**src/rtl/wdog_pkg.sv**
```systemverilog
package wdog_pkg;
  localparam int DW = 32;

  // word indices (byte address >> 2)
  localparam int IX_COUNT  = 0;
  localparam int IX_RELOAD = 1;
  localparam int IX_KICK   = 2;
  localparam int IX_CTRL   = 3;
  localparam int IX_SHAPE  = 6;
  localparam int IX_MASK   = 7;

  localparam logic [15:0] KICK_KEY = 16'h4755;

  // control bit positions
  localparam int CB_EN   = 0;
  localparam int CB_RST  = 1;
  localparam int CB_IRQ  = 2;
  localparam int CB_EXT  = 3;
  localparam int CB_CLK  = 4;

  localparam logic [DW-1:0] CTRL_CLR_MASK = 32'h0000_0F00;
  localparam logic [DW-1:0] CTRL_SET_MASK = 32'h0000_0010;

  // pulse-shape key bytes
  localparam logic [7:0] KEY_POL_HI = 8'hA5;
  localparam logic [7:0] KEY_POL_LO = 8'h5A;
  localparam logic [7:0] KEY_DRV_PP = 8'hA8;
  localparam logic [7:0] KEY_DRV_OD = 8'h8A;

  function automatic logic [DW-1:0] clean_ctrl(input logic [DW-1:0] d);
    return (d & ~CTRL_CLR_MASK) | CTRL_SET_MASK;
  endfunction
endpackage

```
**src/rtl/wdog_counter.sv**
```systemverilog
module wdog_counter #(
  parameter int W = 32,
  parameter logic [W-1:0] RESET_COUNT = '0
) (
  input  logic         clk,
  input  logic         rst_n,
  input  logic         tick_i,
  input  logic         en_i,
  input  logic         load_i,
  input  logic [W-1:0] reload_i,
  output logic [W-1:0] cnt_o,
  output logic         expire_o
);
  logic [W-1:0] cnt_q, cnt_d;
  logic         step;

  always_comb begin
    step     = tick_i & en_i & ~load_i;
    expire_o = step & (cnt_q == W'(1));
    cnt_d    = cnt_q;
    if (load_i || expire_o) begin
      cnt_d = reload_i;
    end else if (step && (cnt_q != '0)) begin
      cnt_d = cnt_q - W'(1);
    end
  end

  always_ff @(posedge clk or negedge rst_n) begin
    if (!rst_n) cnt_q <= RESET_COUNT;
    else        cnt_q <= cnt_d;
  end

  assign cnt_o = cnt_q;
endmodule

```
**src/rtl/wdog_actions.sv**
```systemverilog
module wdog_actions (
  input  logic clk,
  input  logic rst_n,
  input  logic expire_i,
  input  logic memrst_i,
  input  logic sel_rst_i,
  input  logic sel_irq_i,
  input  logic sel_ext_i,
  input  logic kick_i,
  output logic wdt_reset_o,
  output logic irq_o,
  output logic ext_trig_o
);
  logic fire;
  logic rst_d, ext_d, irq_d;
  logic rst_q, ext_q, irq_q;

  always_comb begin
    fire  = expire_i & ~memrst_i;
    rst_d = fire & sel_rst_i;
    ext_d = fire & sel_ext_i;
    irq_d = irq_q;
    if (kick_i)                  irq_d = 1'b0;
    else if (fire && sel_irq_i)  irq_d = 1'b1;
  end

  always_ff @(posedge clk or negedge rst_n) begin
    if (!rst_n) begin
      rst_q <= 1'b0;
      ext_q <= 1'b0;
      irq_q <= 1'b0;
    end else begin
      rst_q <= rst_d;
      ext_q <= ext_d;
      irq_q <= irq_d;
    end
  end

  assign wdt_reset_o = rst_q;
  assign ext_trig_o  = ext_q;
  assign irq_o       = irq_q;
endmodule

```
**src/rtl/wdog_regs.sv**
```systemverilog
module wdog_regs
  import wdog_pkg::*;
#(
  parameter int ADDR_W = 5,
  parameter int SHAPE_W = 20,
  parameter logic [DW-1:0] RESET_COUNT = '0
) (
  input  logic              clk,
  input  logic              rst_n,
  input  logic              req_valid_i,
  input  logic              req_write_i,
  input  logic [ADDR_W-1:0] req_addr_i,
  input  logic [DW-1:0]     req_wdata_i,
  input  logic [DW-1:0]     cnt_i,
  input  logic              expire_i,
  input  logic              memrst_i,
  output logic [DW-1:0]     rdata_o,
  output logic [DW-1:0]     ctrl_o,
  output logic [DW-1:0]     reload_o,
  output logic              load_o,
  output logic              kick_o
);
  localparam int IDX_W = ADDR_W - 2;
  localparam logic [DW-1:0] SHAPE_MASK = DW'((64'd1 << SHAPE_W) - 1);

  logic [DW-1:0] ctrl_q, ctrl_d;
  logic [DW-1:0] reload_q, reload_d;
  logic [DW-1:0] shape_q, shape_d;
  logic [DW-1:0] mask_q, mask_d;

  logic [IDX_W-1:0] idx;
  logic aligned, wr;
  logic wr_reload, wr_kick, wr_ctrl, wr_shape, wr_mask;
  logic [DW-1:0] ctrl_new;
  logic [7:0] key;

  always_comb begin
    idx       = req_addr_i[ADDR_W-1:2];
    aligned   = (req_addr_i[1:0] == 2'b00);
    wr        = req_valid_i & req_write_i & aligned;
    wr_reload = wr & (idx == IDX_W'(IX_RELOAD));
    wr_kick   = wr & (idx == IDX_W'(IX_KICK));
    wr_ctrl   = wr & (idx == IDX_W'(IX_CTRL));
    wr_shape  = wr & (idx == IDX_W'(IX_SHAPE));
    wr_mask   = wr & (idx == IDX_W'(IX_MASK));
    ctrl_new  = clean_ctrl(req_wdata_i);
    key       = req_wdata_i[DW-1:DW-8];

    kick_o = wr_kick & (req_wdata_i[15:0] == KICK_KEY);
    load_o = kick_o | (wr_ctrl & ctrl_new[CB_EN] & ~ctrl_q[CB_EN]);

    reload_d = wr_reload ? req_wdata_i : reload_q;
    mask_d   = wr_mask ? req_wdata_i : mask_q;

    ctrl_d = ctrl_q;
    if (expire_i && memrst_i) ctrl_d = '0;
    else if (wr_ctrl)         ctrl_d = ctrl_new;

    shape_d = shape_q;
    if (wr_shape) begin
      shape_d = (shape_q & ~SHAPE_MASK) | (req_wdata_i & SHAPE_MASK);
      shape_d[DW-3:SHAPE_W] = '0;
      if (key == KEY_POL_HI)      shape_d[DW-1] = 1'b1;
      else if (key == KEY_POL_LO) shape_d[DW-1] = 1'b0;
      else if (key == KEY_DRV_PP) shape_d[DW-2] = 1'b1;
      else if (key == KEY_DRV_OD) shape_d[DW-2] = 1'b0;
    end
  end

  always_ff @(posedge clk or negedge rst_n) begin
    if (!rst_n) begin
      ctrl_q   <= clean_ctrl('0);
      reload_q <= RESET_COUNT;
      shape_q  <= 32'h0000_00FF;
      mask_q   <= '0;
    end else begin
      ctrl_q   <= ctrl_d;
      reload_q <= reload_d;
      shape_q  <= shape_d;
      mask_q   <= mask_d;
    end
  end

  always_comb begin
    rdata_o = '0;
    if (aligned) begin
      if (idx == IDX_W'(IX_COUNT))       rdata_o = cnt_i;
      else if (idx == IDX_W'(IX_RELOAD)) rdata_o = reload_q;
      else if (idx == IDX_W'(IX_CTRL))   rdata_o = ctrl_q;
      else if (idx == IDX_W'(IX_SHAPE))  rdata_o = shape_q;
      else if (idx == IDX_W'(IX_MASK))   rdata_o = mask_q;
    end
  end

  assign ctrl_o   = ctrl_q;
  assign reload_o = reload_q;
endmodule

```
**src/rtl/wdog_timer.sv**
```systemverilog
module wdog_timer
  import wdog_pkg::*;
#(
  parameter int ADDR_W = 5,
  parameter int SHAPE_W = 20,
  parameter logic [31:0] RESET_COUNT = 32'h014F_B180
) (
  input  logic              clk,
  input  logic              rst_n,
  input  logic              tick_i,
  input  logic              memrst_i,
  input  logic              req_valid_i,
  input  logic              req_write_i,
  input  logic [ADDR_W-1:0] req_addr_i,
  input  logic [31:0]       req_wdata_i,
  output logic [31:0]       rsp_rdata_o,
  output logic              wdt_reset_o,
  output logic              irq_o,
  output logic              ext_trig_o
);
  logic [DW-1:0] cnt_w, ctrl_w, reload_w;
  logic          load_w, kick_w, expire_w;

  wdog_regs #(
    .ADDR_W(ADDR_W), .SHAPE_W(SHAPE_W), .RESET_COUNT(RESET_COUNT)
  ) u_regs (
    .clk(clk), .rst_n(rst_n),
    .req_valid_i(req_valid_i), .req_write_i(req_write_i),
    .req_addr_i(req_addr_i), .req_wdata_i(req_wdata_i),
    .cnt_i(cnt_w), .expire_i(expire_w), .memrst_i(memrst_i),
    .rdata_o(rsp_rdata_o), .ctrl_o(ctrl_w), .reload_o(reload_w),
    .load_o(load_w), .kick_o(kick_w)
  );

  wdog_counter #(.W(DW), .RESET_COUNT(RESET_COUNT)) u_cnt (
    .clk(clk), .rst_n(rst_n), .tick_i(tick_i), .en_i(ctrl_w[CB_EN]),
    .load_i(load_w), .reload_i(reload_w), .cnt_o(cnt_w), .expire_o(expire_w)
  );

  wdog_actions u_act (
    .clk(clk), .rst_n(rst_n), .expire_i(expire_w), .memrst_i(memrst_i),
    .sel_rst_i(ctrl_w[CB_RST]), .sel_irq_i(ctrl_w[CB_IRQ]),
    .sel_ext_i(ctrl_w[CB_EXT]), .kick_i(kick_w),
    .wdt_reset_o(wdt_reset_o), .irq_o(irq_o), .ext_trig_o(ext_trig_o)
  );
endmodule

```
**config.mk**
```make
export PLATFORM = sky130hd
export DESIGN_NAME = wdog_timer
export DESIGN_NICKNAME = d
export VERILOG_FILES = /design/src/rtl/wdog_pkg.sv /design/src/rtl/wdog_counter.sv /design/src/rtl/wdog_actions.sv /design/src/rtl/wdog_regs.sv /design/src/rtl/wdog_timer.sv
export SDC_FILE = /design/constraint.sdc
export NUM_CORES = 1
export LEC_CHECK = 0
export BUFFER_PORTS_ARGS = -buffer_cell sky130_fd_sc_hd__buf_4
export CAP_MARGIN = 20
export CORE_AREA = 4 4 146 148
export CTS_BUF_LIST = sky130_fd_sc_hd__clkbuf_8
export CTS_CLUSTER_SIZE = 10
export DETAILED_ROUTE_END_ITERATION = 16
export DIE_AREA = 0 0 150 152
export SYNTH_ARGS = -nofsm -noshare
export SYNTH_HDL_FRONTEND = slang
export SYNTH_HIERARCHICAL = 1
export SYNTH_SLANG_ARGS = --single-unit
```
**constraint.sdc**
```tcl
create_clock -name clk -period 4.3 [get_ports clk]
set_clock_uncertainty 0.2 [all_clocks]
set_input_delay 0.86 -clock clk [delete_from_list [all_inputs] [get_ports clk]]
set_output_delay 0.86 -clock clk [all_outputs]
set_load 0.05 [all_outputs]
```
# Yosys cells after proc, flatten, opt, wreduce, memory -nomap -nowiden
# Cells that the tools add are included.
# W data, S select, Z words.
[classes]
addsub = 1
n_reduce_logical = 10
muxes = 18
bitwise = 21
eq_ne = 11
[ops]
columns = ["op", "count"]
rows = [
  ["$mux W32", 10],
  ["$eq A32 B1 Y1 const B", 1],
  ["$or A32 B20 Y32", 1],
  ["$reduce_bool A32 Y1", 1],
  ["$sub A32 B1 Y32 const B", 1],
  ["$eq A8 B8 Y1 const B", 3],
  ["$and A1 B1 Y1", 16],
  ["$eq A16 B15 Y1 const B", 1],
  ["$eq A8 B7 Y1 const B", 1],
  ["$mux W1", 8],
  ["$eq A3 B2 Y1 const B", 2],
  ["$eq A3 B3 Y1 const B", 2],
  ["$reduce_bool A2 Y1", 3],
  ["$eq A3 B1 Y1 const B", 1],
  ["$logic_and A1 B1 Y1", 3],
  ["$logic_not A3 Y1", 1],
  ["$not A1 Y1", 3],
  ["$logic_not A2 Y1", 1],
  ["$logic_or A1 B1 Y1", 1],
  ["$or A1 B1 Y1", 1],
]
[word_totals]
reg_bits = 153
wordCells = 69
in_bits = 43

# Logic depth before layout (Yosys ltp)
[logic_depth]
word_depth = 13
mapped_depth = 10
mapped_depth_nobuf = 9

# Cells and area by module
# Netlist, hierarchy kept.
[by_module_without_submodules]
columns = ["module", "seq_area_each_um2", "area_each_um2", "n_inst", "cells_per_inst"]
rows = [
  ["wdog_regs", 2877.8, 5679.2, 1, 529],
  ["wdog_counter", 814.5, 2117.0, 1, 244],
  ["wdog_actions", 75.1, 111.4, 1, 8],
]

# Worst setup path before layout
# Ideal clock, no wire load.
[synth_timing]
path_kind = "input-to-output"
from = "input port req_addr_i[2]"
to = "output port rsp_rdata_o[20]"
path_buffers = 2
cell_stages = 6
setup_slack_ps = 445
arrival_time_ps = 2795
required_ps = 3240
cell_sequence = "buf_2 buf_1 nand2_1 a21oi_1 a21oi_1 a211oi_1"
[synth_via]
elab_chain_len = 7
[synth_lines]
columns = ["item", "line", "source"]
rows = [
  ["start: declaration", "wdog_timer.sv:14", "input logic [ADDR_W-1:0] req_addr_i,"],
  ["$eq A3 B3 Y1", "wdog_regs.sv:91", "else if (idx == IDX_W'(IX_MASK)) rdata_o = mask_q;"],
  ["$mux W32", "wdog_regs.sv:91", ""],
  ["$mux W32", "wdog_regs.sv:90", "else if (idx == IDX_W'(IX_SHAPE)) rdata_o = shape_q;"],
  ["$mux W32", "wdog_regs.sv:89", "else if (idx == IDX_W'(IX_CTRL)) rdata_o = ctrl_q;"],
  ["$mux W32", "wdog_regs.sv:88", "else if (idx == IDX_W'(IX_RELOAD)) rdata_o = reload_q;"],
  ["$mux W32 *", "wdog_regs.sv:87", "if (idx == IDX_W'(IX_COUNT)) rdata_o = cnt_i;"],
  ["$mux W32 *", "wdog_regs.sv:86", "if (aligned) begin"],
  ["end: declaration", "wdog_timer.sv:16", "output logic [31:0] rsp_rdata_o,"],
]
# Mark *: on every way between the ends. The rest lies on a longest branch, timed or not.

# Worst setup path after layout
[layout_timing]
from = "input port req_wdata_i[7]"
to = "register u_regs.ctrl_q[30], in the netlist u_regs/ctrl_o[30]"
[layout_via]
elab_chain_len = 8
[layout_lines]
columns = ["item", "line", "source"]
rows = [
  ["start: declaration", "wdog_timer.sv:15", "input logic [31:0] req_wdata_i,"],
  ["$eq A16 B15 Y1 *", "wdog_regs.sv:49", "kick_o = wr_kick & (req_wdata_i[15:0] == KICK_KEY);"],
  ["$and A1 B1 Y1 *", "wdog_regs.sv:49", ""],
  ["via kick_w", "wdog_timer.sv:22", "logic load_w, kick_w, expire_w;"],
  ["$or A1 B1 Y1 *", "wdog_regs.sv:50", "load_o = kick_o | (wr_ctrl & ctrl_new[CB_EN] & ~ctrl_q[CB_EN]);"],
  ["via load_w", "wdog_timer.sv:22", ""],
  ["$not A1 Y1 *", "wdog_counter.sv:18", "step = tick_i & en_i & ~load_i;"],
  ["$and A1 B1 Y1 *", "wdog_counter.sv:18", ""],
  ["$and A1 B1 Y1 *", "wdog_counter.sv:19", "expire_o = step & (cnt_q == W'(1));"],
  ["via expire_w", "wdog_timer.sv:22", ""],
  ["$logic_and A1 B1 Y1 *", "wdog_regs.sv:56", "if (expire_i && memrst_i) ctrl_d = '0;"],
  ["$mux W32 or $reduce_bool A2 Y1 (tied branches)", "-", ""],
  ["end signal: assignment", "wdog_regs.sv:72", "ctrl_q <= clean_ctrl('0);"],
  ["end signal: assignment", "wdog_regs.sv:77", "ctrl_q <= ctrl_d;"],
  ["end: declaration", "wdog_regs.sv:26", "logic [DW-1:0] ctrl_q, ctrl_d;"],
]
# The timed path passes the listed nets; every way through them passes the cells marked *.
# A chain may end at the register's enable or synchronous reset.

==> metrics.md <==
| Metric | Value |
|---|---|
| Fmax | 278 MHz |
| Port bufs | 77 |
| Final Cycle Share | 83.7% |
| Worst path max stage delay | 560 ps |
| Crit path DAT | 3790 ps |
| Leak pwr | 0.00416 uW |
| Delay-heaviest family, CP | simple AND/OR/NAND/NOR gates |
| Final setup viols | 0 |
| R2r startpoint | u_cnt/cnt_o[0] |
| Largest net degree at the start of global routing | 84 |
| # IOs | 78 |
| Chip width | 150 um |
| Crit path launch type | input port |
| Aggregate global-route resource usage | 20.7% |
| CTS buffer count | 17 |
| Wire length per cell | 20.3 um |
| RSZ-0062 raised after global routing | false |
| Pre-CTS WS | 380 ps |
| Die Height | 152 um |
| Clock sinks | 149 |
| Final WL | 23000 um |
| Total Nets Final | 898 |
| Final Hold Viols | 0 |
| Max-slew headroom at the worst pin | 39.3% |
| CTS resizes | 0 |
| Core area | 20000 um2 |
| Worst path slowest cell | nor4b_1 |
| Status | completed |
| CTS tree | yes |
| Least-Margin Pin Slew | 908 ps |
| Crit. Startpoint | req_wdata_i[7] |
| H-tree Lvls | 4 |
| Antenna Violating Nets Remaining | 0 |
| Clk_lat worst skew | 460 ps |
| Share of cells above drive strength 1 | 29.2% |
| R2R Setup Slk | 910 ps |
| Power per cell area | 434 nW/um2 |
| First-pass DRT Iterations | 5 |
| Hpwl dp | 16500 um |
| DRT iter0 DRCs | 427 |
| Hold-fix buffers, CTS | 0 |
| Setup ws final | 702 ps |
| Starting Density | 39.3% |
| Critical path class | in2reg |
| Synth warn | 6 |
| GP Congestion | 0.908 |
| Rows | 52 |
| CP bufs+invs | 2 |
| Met2 Track Usage GR | 30.3% |
| CP cell instances | buf_4 -> nor4b_1 -> nand4_1 -> nor4b_1 -> a31o_2 -> and3b_1 -> and4_1 -> and4_1 -> a21oi_2 -> buf_12 -> a22o_1 |
| Area Overhead vs Synth | 17.5% |
| Mean Syn Cell Area | 10.1 um2 |
| Syn_nets | 821 |
| First-pass GRT wire length | 36900 um |
| Mapped Area | 7870 um2 |
| Worst hold path class | in2async |
| Met3 usage in global routing | 3.60% |
| Critical R2R Capture | u_cnt/cnt_o[1] |
| Critical Path RT | 4490 ps |
| Die ar. | 22800 um2 |
| Busiest grt layer | met1 |
| CP Capture Type | flop |
| Crit Path Max Fanout | 24 |
| Syn Inst Count | 776 |
| Met1 Use GR | 31.3% |
| DRC viols | 0 |
| Path depth of the worst reg2reg path | 7 |
| Crit path time final | 3600 ps |
| Antenna violations before repair | 0 |
| Grt ovf | 0 |
| N_diodes | 0 |
| Max Cap Violations | 0 |
| Max clock buf depth | 2 |
| Post-DR vias/cell | 5.70 |
| Critical path depth | 11 |
| Vias in the first global route | 6237 |
| Post-CTS setup buffers | 0 |
| Clk pin slew, worst setup/hold paths | 80 ps |
| Vias | 6479 |
| Root buf cell | clkbuf_8 |
| Total Neg Setup Slack | 0 ps |
| Maximum VDD drop | 0.000211 V |
| Setup crit end | u_regs/ctrl_o[30] |
| Pins Over Slew Limit | 0 |
through the flow:
step / util (%) / std cells / total power (uW) / area [um2] / hold slack [ps]
finish: 46.2 / 1136 / 4010 / 9250 / 245
global route: 46.2 / 1136 / 4240 / 9250 / 282
CTS: 46.2 / 1136 / 4030 / 9250 / 262
global placement: 44.1 / 1104 / 2860 / 8840 / 248
floorplan: - / 776 / 2500 / 7870 / 239
detailed placement: 44.1 / 1104 / 2880 / 8840 / 252
cells in the final DEF, fill, tap and decap left out, drive strengths merged, types with 4 or more instances in the layout:
cell type,n
nor4,12
a211oi,10
or4,18
clkbuf,18
o21ai,40
buf,106
a22o,26
a21oi,50
nor2,62
mux2,64
inv,13
dfstp,31
mux2i,42
xnor2,4
nor3,8
a31oi,23
nand3,13
or3,15
o211a,4
nand4,5
o31ai,11
dfrtp,118
o2bb2ai,18
clkinv,5
nand2,95
power breakdown:
| group | internal, uW | switching [uW] | leakage, uW |
|---|---|---|---|
| clock | 586 | 559 | 0.000213 |
| sequential | 1690 | 261 | 0.00188 |
| combinational | 400 | 518 | 0.00207 |
| total | 2670 | 1340 | 0.00416 |
state kept, by name (all words and copies together), names as in the netlist:
register           cells
u_act/ext_trig_o       1
u_act/irq_o            1
u_act/wdt_reset_o      1
u_cnt/cnt_o           32
u_regs/ctrl_o         28
u_regs/mask_q         32
u_regs/reload_o       32
u_regs/shape_q        22
per-layer routing:
| metal | vias up | share of wire (%) |
|---|---|---|
| li1 | 3034 | - |
| met1 | 3242 | 48 |
| met2 | 179 | 46 |
| met3 | 24 | 4.1 |
| met4 | 0 | 1.5 |
| met5 | - | 0 |
area by class of cell:
cell class | count | area [um2]
Sequential cell | 149 | 3770
Tap cell | 270 | 338
Multi-Input combinational cell | 570 | 3880
Clock inverter | 14 | 161
Fill cell | 1990 | 10800
Inverter | 9 | 33.8
Clock buffer | 18 | 248
Timing Repair Buffer | 106 | 825
worst min path at each step:
stage	endpoint	slack (ps)	depth (start not counted)
4_1_cts	u_regs/mask_q[5]	260	1
5_1_grt	u_regs/mask_q[5]	280	1
3_3_place_gp	u_regs/shape_q[0]	250	2
6_report	u_regs/mask_q[5]	240	1
3_5_place_dp	u_regs/shape_q[7]	250	2
2_1_floorplan	u_regs/shape_q[0]	240	2
Note: power is estimated with default switching activity, not from simulation.
